<file path="config.mk">
export PLATFORM = sky130hd
export DESIGN_NAME = intr_flag_ctl
export DESIGN_NICKNAME = d
export VERILOG_FILES = /design/src/rtl/intr_pkg.sv /design/src/rtl/intr_edge_sync.sv /design/src/rtl/intr_sticky_reg.sv /design/src/rtl/intr_flag_ctl.sv
export SDC_FILE = /design/constraint.sdc
export NUM_CORES = 1
export LEC_CHECK = 0
export ABC_CLOCK_PERIOD_IN_PS = 2650
export BUFFER_PORTS_ARGS = -buffer_cell sky130_fd_sc_hd__buf_4
export CAP_MARGIN = 15
export CORE_ASPECT_RATIO = 0.9
export CORE_MARGIN = 5
export CORE_UTILIZATION = 23
export CTS_BUF_LIST = sky130_fd_sc_hd__clkbuf_8
export DETAILED_ROUTE_END_ITERATION = 8
export PLACE_DENSITY_LB_ADDON = 0.2
export SYNTH_ARGS = -nofsm -noshare
export SYNTH_HDL_FRONTEND = slang
export SYNTH_SLANG_ARGS = --single-unit
</file>
<file path="constraint.sdc">
create_clock -name clk -period 2.65 [get_ports clk]
set_input_delay 0.1325 -clock clk [delete_from_list [all_inputs] [get_ports clk]]
set_output_delay 0.1325 -clock clk [all_outputs]
set_load 0.01 [all_outputs]
</file>
<file path="src/rtl/intr_pkg.sv">
package intr_pkg;
    localparam int DATA_W  = 8;
    localparam int FLAG_N  = 7;
    localparam int CTRL_N  = 5;
    // flag bit positions
    localparam int F_TM0 = 0;
    localparam int F_TM1 = 1;
    localparam int F_OOR = 2;
    localparam int F_WDT = 3;
    localparam int F_BAT = 4;
    localparam int F_DRY = 5;
    localparam int F_RTC = 6;
    // control bit positions
    localparam int C_MTM0 = 0;
    localparam int C_MTM1 = 1;
    localparam int C_MRTC = 2;
    localparam int C_MOOR = 3;
    localparam int C_RTCE = 4;
    localparam logic [CTRL_N-1:0] CTRL_RST = 5'b01111;

    typedef enum logic {SEL_CTRL = 1'b0, SEL_FLAG = 1'b1} reg_sel_e;
endpackage

</file>
<file path="src/rtl/intr_edge_sync.sv">
module intr_edge_sync #(
    parameter int   STAGES  = 2,
    parameter logic RST_VAL = 1'b0
) (
    input  logic clk,
    input  logic rst_n,
    input  logic async_i,
    output logic rise_o,
    output logic fall_o
);
    logic [STAGES-1:0] chain;
    logic              last;

    always_ff @(posedge clk or negedge rst_n) begin
        if (!rst_n) begin
            chain <= {STAGES{RST_VAL}};
            last  <= RST_VAL;
        end else begin
            chain <= {chain[STAGES-2:0], async_i};
            last  <= chain[STAGES-1];
        end
    end

    always_comb begin
        rise_o =  chain[STAGES-1] & ~last;
        fall_o = ~chain[STAGES-1] &  last;
    end


    fall_only_after_high_chk: assert property (@(posedge clk) disable iff (!rst_n)
        fall_o |-> $past(chain[STAGES-1]));
endmodule

</file>
<file path="src/rtl/intr_sticky_reg.sv">
module intr_sticky_reg #(
    parameter int W = 7
) (
    input  logic         clk,
    input  logic         rst_n,
    input  logic         wr_en,
    input  logic [W-1:0] wr_val,
    input  logic [W-1:0] set_i,
    output logic [W-1:0] q
);
    for (genvar b = 0; b < W; b++) begin : g_bit
        always_ff @(posedge clk or negedge rst_n) begin
            if (!rst_n)
                q[b] <= 1'b0;
            else if (set_i[b])
                q[b] <= 1'b1;
            else if (wr_en)
                q[b] <= wr_val[b];
        end


        set_wins_chk: assert property (@(posedge clk) disable iff (!rst_n)
            set_i[b] |=> q[b]);

        sticky_hold_chk: assert property (@(posedge clk) disable iff (!rst_n)
            (!set_i[b] && !wr_en) |=> $stable(q[b]));
    end
endmodule

</file>
<file path="src/rtl/intr_flag_ctl.sv">
module intr_flag_ctl
    import intr_pkg::*;
(
    input  logic              clk,
    input  logic              rst_n,
    input  logic              bus_sel,
    input  logic              bus_we,
    input  logic [DATA_W-1:0] bus_wdata,
    output logic [DATA_W-1:0] bus_rdata,
    input  logic              call_end_i,
    input  logic              buf_full_i,
    input  logic              batch_end_i,
    input  logic              batt_pin_i,
    input  logic              oor_level_i,
    input  logic              tmr0_ovf_i,
    input  logic              tmr1_ovf_i,
    input  logic              rtc_tmo_i,
    input  logic              wdt_ovf_i,
    output logic              nmi_o,
    output logic              irq_o,
    output logic              rtc_en_o
);
    logic [CTRL_N-1:0] ctrl_q;
    logic [FLAG_N-1:0] flag_q;
    logic [FLAG_N-1:0] set_vec;
    logic              bat_rise, bat_fall, oor_rise, oor_fall;
    logic              flag_wr;
    reg_sel_e          sel;

    assign sel = reg_sel_e'(bus_sel);

    intr_edge_sync #(.STAGES(2), .RST_VAL(1'b1)) i_bat_sync (
        .clk(clk), .rst_n(rst_n), .async_i(batt_pin_i),
        .rise_o(bat_rise), .fall_o(bat_fall));

    intr_edge_sync #(.STAGES(2), .RST_VAL(1'b0)) i_oor_sync (
        .clk(clk), .rst_n(rst_n), .async_i(oor_level_i),
        .rise_o(oor_rise), .fall_o(oor_fall));

    always_comb begin
        set_vec        = '0;
        set_vec[F_TM0] = tmr0_ovf_i;
        set_vec[F_TM1] = tmr1_ovf_i;
        set_vec[F_OOR] = oor_rise | oor_fall;
        set_vec[F_WDT] = wdt_ovf_i;
        set_vec[F_BAT] = bat_fall;
        set_vec[F_DRY] = call_end_i | buf_full_i | batch_end_i;
        set_vec[F_RTC] = rtc_tmo_i;
    end

    assign flag_wr = bus_we && (sel == SEL_FLAG);

    intr_sticky_reg #(.W(FLAG_N)) i_flags (
        .clk(clk), .rst_n(rst_n), .wr_en(flag_wr),
        .wr_val(bus_wdata[FLAG_N-1:0]), .set_i(set_vec), .q(flag_q));

    always_ff @(posedge clk or negedge rst_n) begin
        if (!rst_n)
            ctrl_q <= CTRL_RST;
        else if (bus_we && sel == SEL_CTRL)
            ctrl_q <= bus_wdata[CTRL_N-1:0];
    end

    always_comb begin
        bus_rdata = '0;
        unique case (sel)
            SEL_CTRL: bus_rdata[CTRL_N-1:0] = ctrl_q;
            SEL_FLAG: bus_rdata[FLAG_N-1:0] = flag_q;
        endcase
    end

    always_comb begin
        nmi_o = flag_q[F_DRY] | flag_q[F_BAT];
        irq_o = (flag_q[F_TM0] & ~ctrl_q[C_MTM0]) |
                (flag_q[F_TM1] & ~ctrl_q[C_MTM1]) |
                (flag_q[F_OOR] & ~ctrl_q[C_MOOR]) |
                (flag_q[F_RTC] & ~ctrl_q[C_MRTC]);
        rtc_en_o = ctrl_q[C_RTCE];
    end


    irq_needs_open_mask_chk: assert property (@(posedge clk) disable iff (!rst_n)
        irq_o |-> (ctrl_q[C_MOOR:C_MTM0] != 4'hF));

    nmi_rise_cause_chk: assert property (@(posedge clk) disable iff (!rst_n)
        $rose(nmi_o) |-> $past(set_vec[F_DRY] || set_vec[F_BAT] || flag_wr));

    dry_event_nmi_chk: assert property (@(posedge clk) disable iff (!rst_n)
        (call_end_i || buf_full_i || batch_end_i) |=> nmi_o);
endmodule

</file>
==> run_results.csv, run 1 <==
group,metric,value,unit
layout,nNetsFinal,114,
grt,antenna_found_initial,0,
synth,synth_top_cells_by_area,"dfrtp_1, dfstp_2, mux2_4",
run,maxCapViolCount,0,
grt,grt-ovfl-total,0,
floorplanning,initial_core_util,23.8,%
pwr,sw_frac_of_total,23.7,%
floorplanning,dieArea,0.00475,mm^2
cts,cts_root_buffer,"clkbuf_8",
layout,n_antenna_cell,0,
cts,cts_buffers,3,
cts,cts_tree,"built",
route,ant_nets,0,
pwr,p_sw,152,uW
run_status,outcome,"finished clean",
worst_setup_path,path_cells,"nand2b_1 > o2111ai_1 > buf_4",
sta,drv_slew,0,
route,drt-met1-wl,876,um
synth,synth_mux_area_share,16.5,%
grt,grt_max_degree,19,
pwr,power.density,566,mW/mm^2
synth,yosysTopAreaCellShare,34.5,%
pwr,clockPowerShare,29.7,%
placed_design,numPortBuffers,29,
layout,drive_gt1_share,56.5,%
cts,post_cts_buffers,0,
floorplanning,coreArea,0.00335,mm^2
route,dr_wl_met3,91,um
sta,fmax,757,MHz
sta,whs,0.0657,ns
floorplanning,num_rows,20,
worst_setup_path,critPathArrivalTime,1.19,ns
pwr,p_seq_share,50.3,%
synth,synth_flop_cell,"dfrtp_1",
synth,synth-simple-area-share,13.0,%
route,routed_wl,1840,um
sta,fin_ws,1.33,ns
route,drt-initial-drc-count,23,
synth,synthesis.area,798,um^2
layout,fillers,356,
cts,insertion_delay,0.25,ns
synth,synthArstFlopShare,100,%
synth,synth-xor-area-share,1.10,%
placed_design,pre_cts_ws,1.57,ns
pwr,p_leak,0.526,nW
route,drc,0,
placed_design,placed_area,0.00106,mm^2
placed_design,dpl.hpwl,1360,um
worst_setup_path,r2r_setup_slack,1.65,ns
sta,finalHoldViolations,0,
layout,final_cell_area,0.00113,mm^2
synth,synth-edff-count,0,
grt,track_usage,8.17,%
synth,ys_types,19,
worst_setup_path,path_class,"reg -> out",
synth,synth_top_family_by_area,"multiplexers",
placed_design,gp_congestion,0.684,
pwr,comb_power_share,20.0,%
worst_setup_path,critPathRequiredTime,2.52,ns
synth,synth_common_cells,"dfrtp_1, and3_1, dfstp_2, a211o_1",
pwr,p_int,490,uW
sta,period_share,49.8,%
sta,fin_setup_tns,0,ns
worst_setup_path,crit_slowest_cell,"dfstp_2",
sta,fin_worst_skew,0.00116,ns
worst_setup_path,slowest_delay,0.54,ns
synth,synth-seq-area-share,57.5,%
sta,rsz0062_at_grt,"no",
worst_setup_path,start_kind,"flip-flop",
layout,final_util,33.8,%
synth,synth.avg_cell_area,13.8,um^2
synth,synth-compound-area-share,8.93,%
cts,clk_pin_slew_worst_paths,0.07,ns
worst_setup_path,worst_setup_path_end_kind,"output port",
synth,synth_fa_ha_area_share,0,%
synth,netlist_instances,58,
pwr,power.total,642,uW
sta,finalCriticalPeriod,1.32,ns
pwr,ir_worst_vdd,0.356,mV
layout,syn2layout_area_growth,42.0,%
worst_setup_path,path_delay_family,"flip-flops",
cts,htreeDepth,1,
sta,setup_viol,0,
grt,grt_pass1_vias,636,
synth,synth_fp_nets,79,
floorplanning,die_w,72.1,um
route,dr_wl_met2,852,um
synth,ys_seq_elements,18,
grt,grt_pass1_wl,2970,um
route,first_pass_iters,3,
floorplanning,fp.dieH,65.9,um
synth,synth_top_cell_by_area,"dfrtp_1",
route,num_vias,574,
synth,yosysMostFrequentCell,"dfrtp_1",
cts,clock-sinks,18,
route,top_layer,"met4",
route,avgViaCountPerCell,4.22,
hold_path,min-delay-path-class,"in -> reg",
route,routedWlPerCell,13.5,um
layout,instances_no_fill,136,
worst_setup_path,cp_max_fo,3,
floorplanning,io_pins,32,
placed_design,dp_cells,129,
synth,yosysWarnings,0,
cts,clk_path_buf_depth,2,
worst_setup_path,critPathBufInv,1,
## kinds of logic after synthesis
kind of cell,Yosys count
other cells,1
buf+inv,4
compound gates,8
xor+xnor,1
mux,10
flops,18
simple gates,16
## repair_timing
item	CTS	global route
hold buffers	3	0
resized for setup	0	0
hold endpoints to repair	20	0
## flip-flops by register name (all words and copies together), names as in the netlist
name and cells:
i_oor_sync.last 1, i_bat_sync.last 1, i_flags.q 7, i_oor_sync.chain 2
i_bat_sync.chain 2, ctrl_q 5
## final timing paths
path / start / endpoint / cells after the start
worst max register to register: i_bat_sync.chain[1]$_DFF_PN1_ / i_flags.q[4]$_DFFE_PN0P_ / 2
worst min-delay path: tmr0_ovf_i / i_flags.q[0]$_DFFE_PN0P_ / 2
min in group asynchronous: rst_n / i_oor_sync.chain[0]$_DFF_PN0_ / 2
worst max-delay path: ctrl_q[3]$_DFFE_PN1P_ / irq_o / 3
worst min register to register: i_oor_sync.chain[0]$_DFF_PN0_ / i_oor_sync.chain[1]$_DFF_PN0_ / 0
max in group asynchronous: rst_n / i_bat_sync.chain[0]$_DFF_PN1_ / 2
## worst register-to-register path: stages (launching register included)
cell and delay (ns):
dfstp_2 0.53, inv_1 0.04, a221o_1 0.32
## routing by layer
| layer | up-vias | track usage, % |
|---|---|---|
| li1 | 272 | - |
| met1 | 285 | 10.2 |
| met2 | 15 | 13.4 |
| met3 | 2 | 3.19 |
| met4 | 0 | 1.41 |
| met5 | - | 0 |
## cell usage in the layout (no fill, tap or decap), drive strengths merged, types with 2 or more instances in the layout
cell	Yosys	routed
dfrtp	11	11
dfstp	7	7
clkbuf	0	3
nand2b	3	3
and3	7	7
buf	2	29
and2	2	2
dlygate4sd3	0	3
mux2	10	10
inv	2	3
a211o	6	6
## power by group through the flow
stage / Combinational [mW] / Clock, mW / Sequential, mW
3_3_place_gp: 0.126 / 0 / 0.327
2_1_floorplan: 0.0646 / 0 / 0.323
4_1_cts: 0.131 / 0.202 / 0.323
6_report: 0.128 / 0.190 / 0.323
5_1_grt: 0.140 / 0.214 / 0.327
3_5_place_dp: 0.127 / 0 / 0.328
## layout make-up
type	instances	area, um^2	area share (%)
inverters	2	7.51	0.662
repair buffers	32	248	21.9
clock inverters	1	3.75	0.331
flip-flops and latches	18	459	40.5
well taps	44	55.1	4.86
clock buffers	3	41.3	3.64
multi-input cells	36	319	28.1
Note: power is estimated with default switching activity, not from simulation.
==> inputs of run 2 (changes only) <==
ABC_CLOCK_PERIOD_IN_PS = 1360   (was 2650)
clock period = 1.36 ns   (was 2.65 ns; I/O delays follow)
==> run 2 against run 1 <==
  * Cell area rose by 4.4%
  * Worst hold slack lost 0.014 ns
  * Clock power rose by 130%
  * Highest routed layer is now met3
  * Critical path depth is the same
  * Register-to-register slack got worse by 1.3 ns
  * Critical endpoint unchanged
  * Cell count increased by 2.9%
  * Via count is 0.35% lower
  * Non-clock buffer count is 4 higher
  * Total power rose by 110%
  * Die area did not move
  * Sequential power is 95% higher
  * Combinational power is 100% higher
==> run_results.csv, run 2 (synthesis results as in run 1) <==
group,metric,value,unit
grt,antenna_found_initial,0,
worst_setup_path,path_class,"reg -> out",
layout,n_antenna_cell,0,
route,avgViaCountPerCell,4.09,
worst_setup_path,critPathRequiredTime,1.29,ns
grt,grt_pass1_wl,2950,um
sta,fin_setup_tns,0,ns
worst_setup_path,crit_start,"ctrl_q[1]$_DFFE_PN1P_",
cts,insertion_delay,0.25,ns
placed_design,placed_area,0.00106,mm^2
hold_path,hp-start,"bus_wdata[3]",
route,dr_wl_met2,905,um
placed_design,gp_congestion,0.712,
worst_setup_path,r2r_end,"i_flags.q[4]$_DFFE_PN0P_",
floorplanning,num_rows,20,
route,num_vias,572,
layout,top_regs,"i_flags.q: 7 flops, ctrl_q: 5 flops",
sta,fmax,796,MHz
pwr,ir_worst_vdd,0.480,mV
floorplanning,fp.dieH,65.9,um
pwr,power.density,1120,mW/mm^2
route,routed_wl,1840,um
sta,fin_worst_skew,0.000402,ns
pwr,p_leak,0.544,nW
route,routedWlPerCell,13.2,um
sta,drv_slew,0,
worst_setup_path,slowest_delay,0.54,ns
sta,finalCriticalPeriod,1.26,ns
layout,largest_reg_flops,7,
worst_setup_path,r2r_setup_slack,0.36,ns
cts,htreeDepth,1,
placed_design,dpl.hpwl,1340,um
worst_setup_path,crit_slowest_cell,"dfstp_2",
worst_setup_path,cp.depth,3,
cts,clk_path_buf_depth,2,
grt,track_usage,8.04,%
layout,final_common_cell,"buf_4",
layout,syn2layout_area_growth,48.3,%
floorplanning,initial_core_util,23.8,%
worst_setup_path,path_delay_family,"flip-flops",
run_status,outcome,"finished clean",
sta,period_share,92.4,%
route,drc,0,
floorplanning,die_w,72.1,um
sta,setup_viol,0,
route,drt-initial-drc-count,10,
route,dr_wl_met3,91,um
route,first_pass_iters,4,
worst_setup_path,crit_path_end,"irq_o",
cts,cts_tree,"built",
pwr,power.total,1.32,mW
cts,cts_buffers,3,
cts,postCtsResizedCells,0,
route,top_layer,"met3",
floorplanning,coreArea,0.00335,mm^2
layout,final_cell_area,0.00118,mm^2
layout,largest_register,"i_flags.q",
worst_setup_path,critPathBufInv,1,
sta,finalHoldViolations,0,
run,maxCapViolCount,0,
hold_path,min-delay-path-class,"in -> reg",
layout,most-common-layout-cells,"buf_4, dfrtp_1, and3_1, dfstp_2, dlygate4sd3_1",
worst_setup_path,critPathArrivalTime,1.19,ns
worst_setup_path,r2r-start,"i_bat_sync.chain[1]$_DFF_PN1_",
layout,drive_gt1_share,55.2,%
worst_setup_path,cp_max_fo,3,
sta,rsz0062_at_grt,"no",
cts,clk_pin_slew_worst_paths,0.07,ns
worst_setup_path,start_kind,"flip-flop",
grt,grt_max_degree,19,
layout,nNetsFinal,118,
grt,grt_pass1_vias,654,
cts,clock-sinks,18,
cts,cts_root_buffer,"clkbuf_8",
floorplanning,dieArea,0.00475,mm^2
route,ant_nets,0,
route,drt-met1-wl,844,um
worst_setup_path,reg2reg_depth,2,
placed_design,numPortBuffers,29,
worst_setup_path,path_cells,"nand2b_1 > o2111ai_1 > buf_4",
grt,grt-ovfl-total,0,
worst_setup_path,worst_setup_path_end_kind,"output port",
floorplanning,io_pins,32,
==> run 2: cell types whose count changed in the layout (fill, tap and decap cells not counted), sizes merged <==
cell / change
inv: -1
clkbuf: +1
dlygate4sd3: +4
==> run 2: worst min-delay path by stage <==
stage | endpoint | cells after the start | slack (ns)
floorplan | ctrl_q[4]$_DFFE_PN0P_ | 0 | -0.23
global placement | i_oor_sync.chain[0]$_DFF_PN0_ | 1 | -0.05
detailed placement | i_oor_sync.chain[0]$_DFF_PN0_ | 1 | -0.05
CTS | ctrl_q[3]$_DFFE_PN1P_ | 2 | 0.04
global route | ctrl_q[3]$_DFFE_PN1P_ | 2 | 0.04
finish | ctrl_q[3]$_DFFE_PN1P_ | 2 | 0.05
==> run 2: layer usage <==
layer  global-route usage [%]  up-vias
li1                         -      283
met1                     10.3      274
met2                     12.8       15
met3                     2.28        0
met4                     2.82        0
met5                        0        -
==> run 2: where the power goes <==
group / switching, mW / total [mW] / internal [mW] / leakage, nW
clock: 0.178 / 0.435 / 0.257 / 0.0288
combinational: 0.0937 / 0.257 / 0.164 / 0.326
sequential: 0.0315 / 0.629 / 0.598 / 0.189
total: 0.303 / 1.32 / 1.02 / 0.544
==> run 2: metrics by stage <==
stage                     instances  utilization (%)  hold WS (ns)  setup WS [ns]
after global routing            140             35.3        0.0415         0.0741
final                           140             35.3        0.0522          0.103
after global placement          129             31.6       -0.0514          0.358
after floorplan                  58                -        -0.228          0.383
after CTS                       140             35.3        0.0437         0.0879
after detailed placement        129             31.6       -0.0468          0.351
==> run 2: layout make-up <==
| class | instances | area, um^2 |
|---|---|---|
| Sequential cell | 18 | 459 |
| Inverter | 2 | 7.51 |
| Timing Repair Buffer | 36 | 288 |
| Clock buffer | 4 | 55.1 |
| Tap cell | 44 | 55.1 |
| Multi-Input combinational cell | 36 | 319 |
| Fill cell | 345 | 2170 |
==> run 2: repair_timing <==
| action | 4_1_cts | 5_1_grt |
|---|---|---|
| buffers inserted | 0 | 0 |
| endpoints found under the hold margin | 24 | 0 |
| hold buffers | 7 | 0 |
